[config.mk]
export PLATFORM = sky130hd
export DESIGN_NAME = mbx_bridge
export DESIGN_NICKNAME = d
export VERILOG_FILES = /design/src/rtl/mbx_pkg.sv /design/src/rtl/mbx_port.sv /design/src/rtl/mbx_edge.sv /design/src/rtl/mbx_h2m_fsm.sv /design/src/rtl/mbx_m2h_fsm.sv /design/src/rtl/mbx_bridge.sv
export SDC_FILE = /design/constraint.sdc
export NUM_CORES = 1
export LEC_CHECK = 0
export CORE_ASPECT_RATIO = 1.75
export CORE_MARGIN = 2
export CORE_UTILIZATION = 38
export CTS_CLUSTER_DIAMETER = 120
export DETAILED_ROUTE_END_ITERATION = 8
export GPL_TIMING_DRIVEN = 0
export PLACE_DENSITY_LB_ADDON = 0.08
export SKIP_LAST_GASP = 1
export SYNTH_ARGS = -nofsm -noshare
export SYNTH_HDL_FRONTEND = slang
export SYNTH_SLANG_ARGS = --single-unit
[constraint.sdc]
create_clock -name clk -period 1 [get_ports clk]
set_input_delay 0.25 -clock clk [delete_from_list [all_inputs] [get_ports clk]]
set_output_delay 0.25 -clock clk [all_outputs]
set_load 0.1 [all_outputs]
[src/rtl/mbx_pkg.sv]
package mbx_pkg;
    localparam int DW        = 8;
    localparam int TAKE_BIT  = 1;
    localparam int SEND_BIT  = 2;
    localparam int BUSRQ_BIT = 3;
    localparam int PC_HPEND  = 0;
    localparam int PC_MRDY   = 1;
    localparam int ST_HRDY   = 0;
    localparam int ST_MPEND  = 1;

    typedef enum logic { H2M_EMPTY = 1'b0, H2M_FULL = 1'b1 } h2m_state_t;
    typedef enum logic { M2H_EMPTY = 1'b0, M2H_FULL = 1'b1 } m2h_state_t;

    function automatic logic [DW-1:0] port_mux(input logic [DW-1:0] outv,
                                               input logic [DW-1:0] dirv,
                                               input logic [DW-1:0] inv);
        return (outv & dirv) | (inv & ~dirv);
    endfunction
endpackage

[src/rtl/mbx_port.sv]
module mbx_port #(
    parameter int W = 8
) (
    input  logic         clk,
    input  logic         rst,
    input  logic         out_we,
    input  logic         dir_we,
    input  logic [W-1:0] wdata,
    output logic [W-1:0] out_q,
    output logic [W-1:0] dir_q
);
    always_ff @(posedge clk) begin
        if (rst) begin
            out_q <= '0;
            dir_q <= '0;
        end else begin
            if (out_we) out_q <= wdata;
            if (dir_we) dir_q <= wdata;
        end
    end
endmodule

[src/rtl/mbx_edge.sv]
module mbx_edge #(
    parameter int W     = 8,
    parameter int TAKE  = 1,
    parameter int SEND  = 2
) (
    input  logic         pb_we,
    input  logic [W-1:0] pb_old,
    input  logic [W-1:0] pb_new,
    input  logic [W-1:0] pb_dir,
    output logic         take,
    output logic         send
);
    always_comb begin
        take = pb_we && pb_dir[TAKE] && pb_old[TAKE] && !pb_new[TAKE];
        send = pb_we && pb_dir[SEND] && !pb_old[SEND] && pb_new[SEND];
    end
endmodule

[src/rtl/mbx_h2m_fsm.sv]
module mbx_h2m_fsm
    import mbx_pkg::*;
#(
    parameter int W = 8
) (
    input  logic         clk,
    input  logic         rst,
    input  logic         wr,
    input  logic [W-1:0] wdata,
    input  logic         take,
    output logic [W-1:0] data_q,
    output logic         pending,
    output logic         irq
);
    h2m_state_t state_q, state_d;

    always_ff @(posedge clk) begin
        if (rst) begin
            state_q <= H2M_EMPTY;
            data_q  <= '0;
        end else begin
            state_q <= state_d;
            if (wr) data_q <= wdata;
        end
    end

    always_comb begin
        state_d = state_q;
        unique case (state_q)
            H2M_EMPTY: if (wr) state_d = H2M_FULL;
            H2M_FULL:  if (take && !wr) state_d = H2M_EMPTY;
            default:   state_d = H2M_EMPTY;
        endcase
    end

    always_comb begin
        pending = (state_q == H2M_FULL);
        irq     = pending;
    end
endmodule

[src/rtl/mbx_m2h_fsm.sv]
module mbx_m2h_fsm
    import mbx_pkg::*;
#(
    parameter int W = 8
) (
    input  logic         clk,
    input  logic         rst,
    input  logic         send,
    input  logic [W-1:0] sdata,
    input  logic         rd,
    output logic [W-1:0] data_q,
    output logic         pending
);
    m2h_state_t state_q, state_d;

    always_ff @(posedge clk) begin
        if (rst) begin
            state_q <= M2H_EMPTY;
            data_q  <= '0;
        end else begin
            state_q <= state_d;
            if (send) data_q <= sdata;
        end
    end

    always_comb begin
        state_d = state_q;
        unique case (state_q)
            M2H_EMPTY: if (send) state_d = M2H_FULL;
            M2H_FULL:  if (rd && !send) state_d = M2H_EMPTY;
            default:   state_d = M2H_EMPTY;
        endcase
    end

    always_comb pending = (state_q == M2H_FULL);
endmodule

[src/rtl/mbx_bridge.sv]
module mbx_bridge
    import mbx_pkg::*;
#(
    parameter int DATA_W = mbx_pkg::DW
) (
    input  logic              clk,
    input  logic              rst,
    input  logic              host_wr,
    input  logic              host_rd,
    input  logic [DATA_W-1:0] host_wdata,
    output logic [DATA_W-1:0] host_rdata,
    output logic [DATA_W-1:0] host_status,
    input  logic              mcu_pa_we,
    input  logic              mcu_pb_we,
    input  logic              mcu_pc_we,
    input  logic              mcu_dda_we,
    input  logic              mcu_ddb_we,
    input  logic              mcu_ddc_we,
    input  logic [DATA_W-1:0] mcu_wdata,
    output logic [DATA_W-1:0] mcu_pa_rd,
    output logic [DATA_W-1:0] mcu_pb_rd,
    output logic [DATA_W-1:0] mcu_pc_rd,
    output logic              mcu_irq,
    output logic              bus_req
);
    logic [DATA_W-1:0] pa_out, pa_dir, pb_out, pb_dir, pc_out, pc_dir;
    logic [DATA_W-1:0] pa_in_q, pc_in, h2m_data;
    logic              take_p, send_p, h2m_pend, m2h_pend;

    mbx_port #(.W(DATA_W)) u_pa (
        .clk(clk), .rst(rst), .out_we(mcu_pa_we), .dir_we(mcu_dda_we),
        .wdata(mcu_wdata), .out_q(pa_out), .dir_q(pa_dir));
    mbx_port #(.W(DATA_W)) u_pb (
        .clk(clk), .rst(rst), .out_we(mcu_pb_we), .dir_we(mcu_ddb_we),
        .wdata(mcu_wdata), .out_q(pb_out), .dir_q(pb_dir));
    mbx_port #(.W(DATA_W)) u_pc (
        .clk(clk), .rst(rst), .out_we(mcu_pc_we), .dir_we(mcu_ddc_we),
        .wdata(mcu_wdata), .out_q(pc_out), .dir_q(pc_dir));

    mbx_edge #(.W(DATA_W), .TAKE(TAKE_BIT), .SEND(SEND_BIT)) u_edge (
        .pb_we(mcu_pb_we), .pb_old(pb_out), .pb_new(mcu_wdata),
        .pb_dir(pb_dir), .take(take_p), .send(send_p));

    mbx_h2m_fsm #(.W(DATA_W)) u_h2m (
        .clk(clk), .rst(rst), .wr(host_wr), .wdata(host_wdata),
        .take(take_p), .data_q(h2m_data), .pending(h2m_pend), .irq(mcu_irq));

    mbx_m2h_fsm #(.W(DATA_W)) u_m2h (
        .clk(clk), .rst(rst), .send(send_p), .sdata(pa_out),
        .rd(host_rd), .data_q(host_rdata), .pending(m2h_pend));

    // Take register: port A input value
    always_ff @(posedge clk) begin
        if (rst)         pa_in_q <= '0;
        else if (take_p) pa_in_q <= h2m_data;
    end

    always_comb begin
        pc_in            = '1;
        pc_in[PC_HPEND]  = h2m_pend;
        pc_in[PC_MRDY]   = !m2h_pend;
        host_status           = '0;
        host_status[ST_HRDY]  = !h2m_pend;
        host_status[ST_MPEND] = m2h_pend;
    end

    always_comb begin
        mcu_pa_rd = port_mux(pa_out, pa_dir, pa_in_q);
        mcu_pb_rd = port_mux(pb_out, pb_dir, '1);
        mcu_pc_rd = port_mux(pc_out, pc_dir, pc_in);
        bus_req   = mcu_pb_rd[BUSRQ_BIT];
    end
endmodule

---- After elaboration in Yosys (flattened, before gate mapping) ----
Index checks and enable logic that the tools add are counted.
storage, ports and cells
  logic and storage cells ................. 44
  flip-flop bits (word level) ............. 74
  input bits .............................. 26
  output and inout bits ................... 42
cells by class
  reductions and logical operators ........ 14
  bitwise operators ....................... 13
  multiplexer cells ....................... 6
operator list
  operator                            count
  8-bit AND                           5
  8-bit NOT                           3
  8-bit OR                            3
  1-bit logical AND                   8
  1-bit zero test                     6
  1-bit two-way mux                   4
  1-bit case mux with 2 select lines  2
  1-bit NOT                           2

---- Depth between registers and ports, before layout ----
Gate-level depths: netlist (run 1).
  word-level depth ........................ 7
  depth in mapped cells ................... 4
  gate-level depth less buffers ........... 2

---- Modules after synthesis ----
From an unflattened synthesis (run 1), not the netlist that was laid out.
unflattened totals
  cell total of the unflattened synthesis .. 281
  area total of the unflattened synthesis .. 2956.6 um^2
modules (own cells, without submodules)
  module       cells an instance  area each (um^2)  times used  seq. area each (um^2)
  mbx_port     52                 579.3             3           320.3
  mbx_bridge   62                 548.0             1           160.2
  mbx_h2m_fsm  31                 329.1             1           180.2
  mbx_m2h_fsm  30                 321.6             1           180.2
  mbx_edge     2                  20.0              1           0.0

---- Worst setup path before layout (run 1) ----
Ideal clock, no wire load.
  path type ............................... reg2out
  from .................................... reg u_h2m.state_q (netlist: u_h2m.irq)
  to ...................................... out mcu_pc_rd[0]
  data arrival time ....................... 3971 ps
  path buffers ............................ 0
  stages on the path, launching flop included .. 3
  required time ........................... 750 ps
  slack ................................... -3221 ps
  path through ............................ dfxtp_1 inv_1 o21ai_0
between the ends
  longest elaborated chain between the ends .. 2
ends and longest elaborated chain
  element                 RTL line           RTL
  from (decl)             mbx_h2m_fsm.sv:15  h2m_state_t state_q, state_d;
  from (signal assigned)  mbx_h2m_fsm.sv:22  state_q <= state_d;
  8-bit AND               mbx_pkg.sv:17      return (outv & dirv) | (inv & ~dirv);
  8-bit OR                mbx_pkg.sv:17
  to (decl)               mbx_bridge.sv:22   output logic [DATA_W-1:0] mcu_pc_rd,
Every way passes these cells.

---- Worst setup path in the final report (run 1) ----
Ends and elaborated chain as after synthesis.

==> results of run 1 <==
final timing paths:
path                                                   start                      endpoint  slack [ns]  cells after the start
worst max-delay path                    u_h2m.irq$_SDFF_PP0_                  mcu_pc_rd[0]       -0.42                      3
worst min-delay path                               mcu_pb_we    u_pb.out_q[7]$_SDFFE_PP0P_        0.25                      3
worst max register to register    u_pb.out_q[2]$_SDFFE_PP0P_  u_m2h.data_q[4]$_SDFFE_PP0P_       -0.15                      4
worst min register to register  u_h2m.data_q[1]$_SDFFE_PP0P_       pa_in_q[1]$_SDFFE_PP0P_        0.47                      2
state kept, by name (all words and copies together) (netlist names):
register,flops
pa_in_q,8
u_h2m.data_q,8
u_h2m.irq,1
u_m2h.data_q,8
u_m2h.pending,1
u_pa.dir_q,8
u_pa.out_q,8
u_pb.dir_q,8
u_pb.out_q,8
u_pc.dir_q,8
u_pc.out_q,8
area by class of cell:
type                       instances  area share
multi-input combinational        197       0.335
sequential                        74       0.325
timing repair buffer              64       0.207
clock buffer                      11      0.0514
buffer                            27      0.0398
tap                               90      0.0239
clock inverter                     5      0.0164
inverter                           2     0.00239
critical path, cell delays in order (launching register included):
cell and delay, ns:
dfxtp_4 0.36, clkinvlp_4 0.12, o21ai_4 0.16, buf_12 0.19
placed cells by master (no fill, tap or decap), types with 8 or more instances in the layout:
cell type and n:
dfxtp_2 34, mux2i_1 71, nand2b_4 14, buf_12 35, nand2b_1 33, nor2_1 56
dfxtp_1 38, clkbuf_16 9, buf_4 13, mux2_4 8, clkdlybuf4s50_1 15, buf_6 8
buf_2 9
power breakdown:
part           total, mW  switching (mW)  internal (mW)
clock               3.43            1.19           2.24
combinational       1.47           0.870          0.600
sequential          3.21           0.107           3.10
total               8.11            2.16           5.94
per-layer routing:
| metal | track usage | wire [um] | vias to the layer above |
|---|---|---|---|
| met5 | 0 | 0 | - |
| met4 | 0.0778 | 82 | 0 |
| met3 | 0.0411 | 214 | 6 |
| met2 | 0.299 | 3920 | 37 |
| met1 | 0.190 | 2760 | 1057 |
| li1 | - | - | 1118 |
repair_timing:
action,4_1_cts,5_1_grt
setup endpoints to repair,54,54
cloned,1,1
pin swaps,1,2
buffers inserted,3,6
resized for setup,355,10
through the flow:
| stage | TNS, ns | power (mW) |
|---|---|---|
| 5_1_grt | -12.59 | 8.40 |
| 2_1_floorplan | -2.24 | 4.22 |
| 3_5_place_dp | -49.43 | 4.52 |
| 4_1_cts | -11.19 | 8.18 |
| 3_3_place_gp | -48.61 | 4.51 |
| 6_report | -10.53 | 8.11 |
logic make-up (layout without fill, tap and decap cells):
family	count (synthesis)	after routing	share of synthesized area
and+or+nand+nor	107	107	0.175
muxes	81	81	0.269
DFF	74	74	0.486
buffers and inverters	29	109	0.0587
AOI/OAI and AO/OA	3	3	0.00903
other	1	6	0.00123
==> results.sh, run 1 <==
export IMPL_cts_clk_slew_worst_paths_ns=0.06
export IMPL_final_cells=470
export IMPL_yosysWarnings=0
export IMPL_ys_ff_latch=74
export IMPL_dr_pass1_iters=4
export IMPL_drc=0
export IMPL_netlist_instances=295
export IMPL_wl_per_cell_um=14.8
export IMPL_initial_utilization=0.388
export IMPL_worstPathArrival_ns=1.17
export IMPL_cts_tree="yes"
export IMPL_synth_top_area_cell="dfxtp_1"
export IMPL_crit_required_ns=0.75
export IMPL_grt_pass1_vias=2161
export IMPL_num_rows=43
export IMPL_insertedDiodeCount=0
export IMPL_drive_above_1_share=0.400
export IMPL_port_buffers=53
export IMPL_status="finished, violations left"
export IMPL_setup_violations=54
export IMPL_finalMaxSlewViolations=0
export IMPL_worstSetupPathType="flop to primary output"
export IMPL_cp_max_fo=3
export IMPL_place_congestion=0.742
export IMPL_powerDensity_nw_per_um2=1720
export IMPL_fin_util=0.601
export IMPL_netlist_area_um2=3050
export IMPL_die_h_um=122
export IMPL_fill_cells=671
export IMPL_drt_iter0_drc=42
export IMPL_layout_nets=401
export IMPL_synth_common_cells="dfxtp_1, mux2i_1, nor2_1"
export IMPL_drt_wl_total_um=6980
export IMPL_place_inst=443
export IMPL_antenna_found_initial=0
export IMPL_grt_pass1_wl_um=11000
export IMPL_ys_seq_area_frac=0.486
export IMPL_core_area_um2=7860
export IMPL_cts_buffers=9
export IMPL_vias_per_cell=4.72
export IMPL_h_tree_depth=3
export IMPL_synth_area_leaders="dfxtp_1, mux2i_1, nand2b_1, nor2_1, mux2_2"
export IMPL_clock_skew_ns=0.00501
export IMPL_die_area_um2=8780
export IMPL_finish_instance_area_um2=4720
export IMPL_hold_path_class="primary input to flop"
export IMPL_post_place_ws_ns=-0.987
export IMPL_num_vias=2218
export IMPL_fmaxAchievable_ghz=0.705
export IMPL_p_leak_nw=2.04
export IMPL_clock_path_buffers=2
export IMPL_cts_sinks=74
export IMPL_ant_nets=0
export IMPL_violations="negative setup slack"
export IMPL_insertion_delay_ns=0.33
export IMPL_synthFlopType="dfxtp_1"
export IMPL_drv_cap=0
export IMPL_synth_most_common_cell="dfxtp_1"
export IMPL_fin_hold_ws_ns=0.252
export IMPL_finalWorstSetupSlack_ns=-0.418
export IMPL_min_period_ns=1.42
export IMPL_synth_edf_count=0
export IMPL_start_kind="flop"
export IMPL_dp_final_hpwl_um=4840
export IMPL_rsz0062_at_grt="yes"
export IMPL_multiInputGateArea_um2=1580
export IMPL_ys_types=18
export IMPL_ir_drop_uv=971
export IMPL_netlist_area_leader_share=0.486
export IMPL_seqCellArea_um2=1530
export IMPL_postPlaceCellArea_um2=3850
export IMPL_ios=68
export IMPL_synthToLayoutAreaGrowth_pct=54.9
export IMPL_grt_max_degree=13
export IMPL_overflow=0
export IMPL_grt_total_usage=0.170
export IMPL_cts_hold_buffers=0
export IMPL_syn_area_per_cell_um2=10.3
export IMPL_dieWidth_um=71.7
export IMPL_root_buffer="clkbuf_16"
export IMPL_finalHoldViolations=0
export IMPL_async_flop_share=0
export IMPL_crit_path_end_kind="primary output"
export IMPL_fin_crit_sh=1.42
Power figures use the tool's default switching activity.
==> run 2: changes to the inputs <==
--- a/config.mk
+++ b/config.mk
@@ -13,6 +13,7 @@
 export GPL_TIMING_DRIVEN = 0
 export PLACE_DENSITY_LB_ADDON = 0.08
 export SKIP_LAST_GASP = 1
+export SLEW_MARGIN = 30
 export SYNTH_ARGS = -nofsm -noshare
 export SYNTH_HDL_FRONTEND = slang
 export SYNTH_SLANG_ARGS = --single-unit
==> results of run 2 <==
Final layout, timing and power as in run 1 (identical DEF).
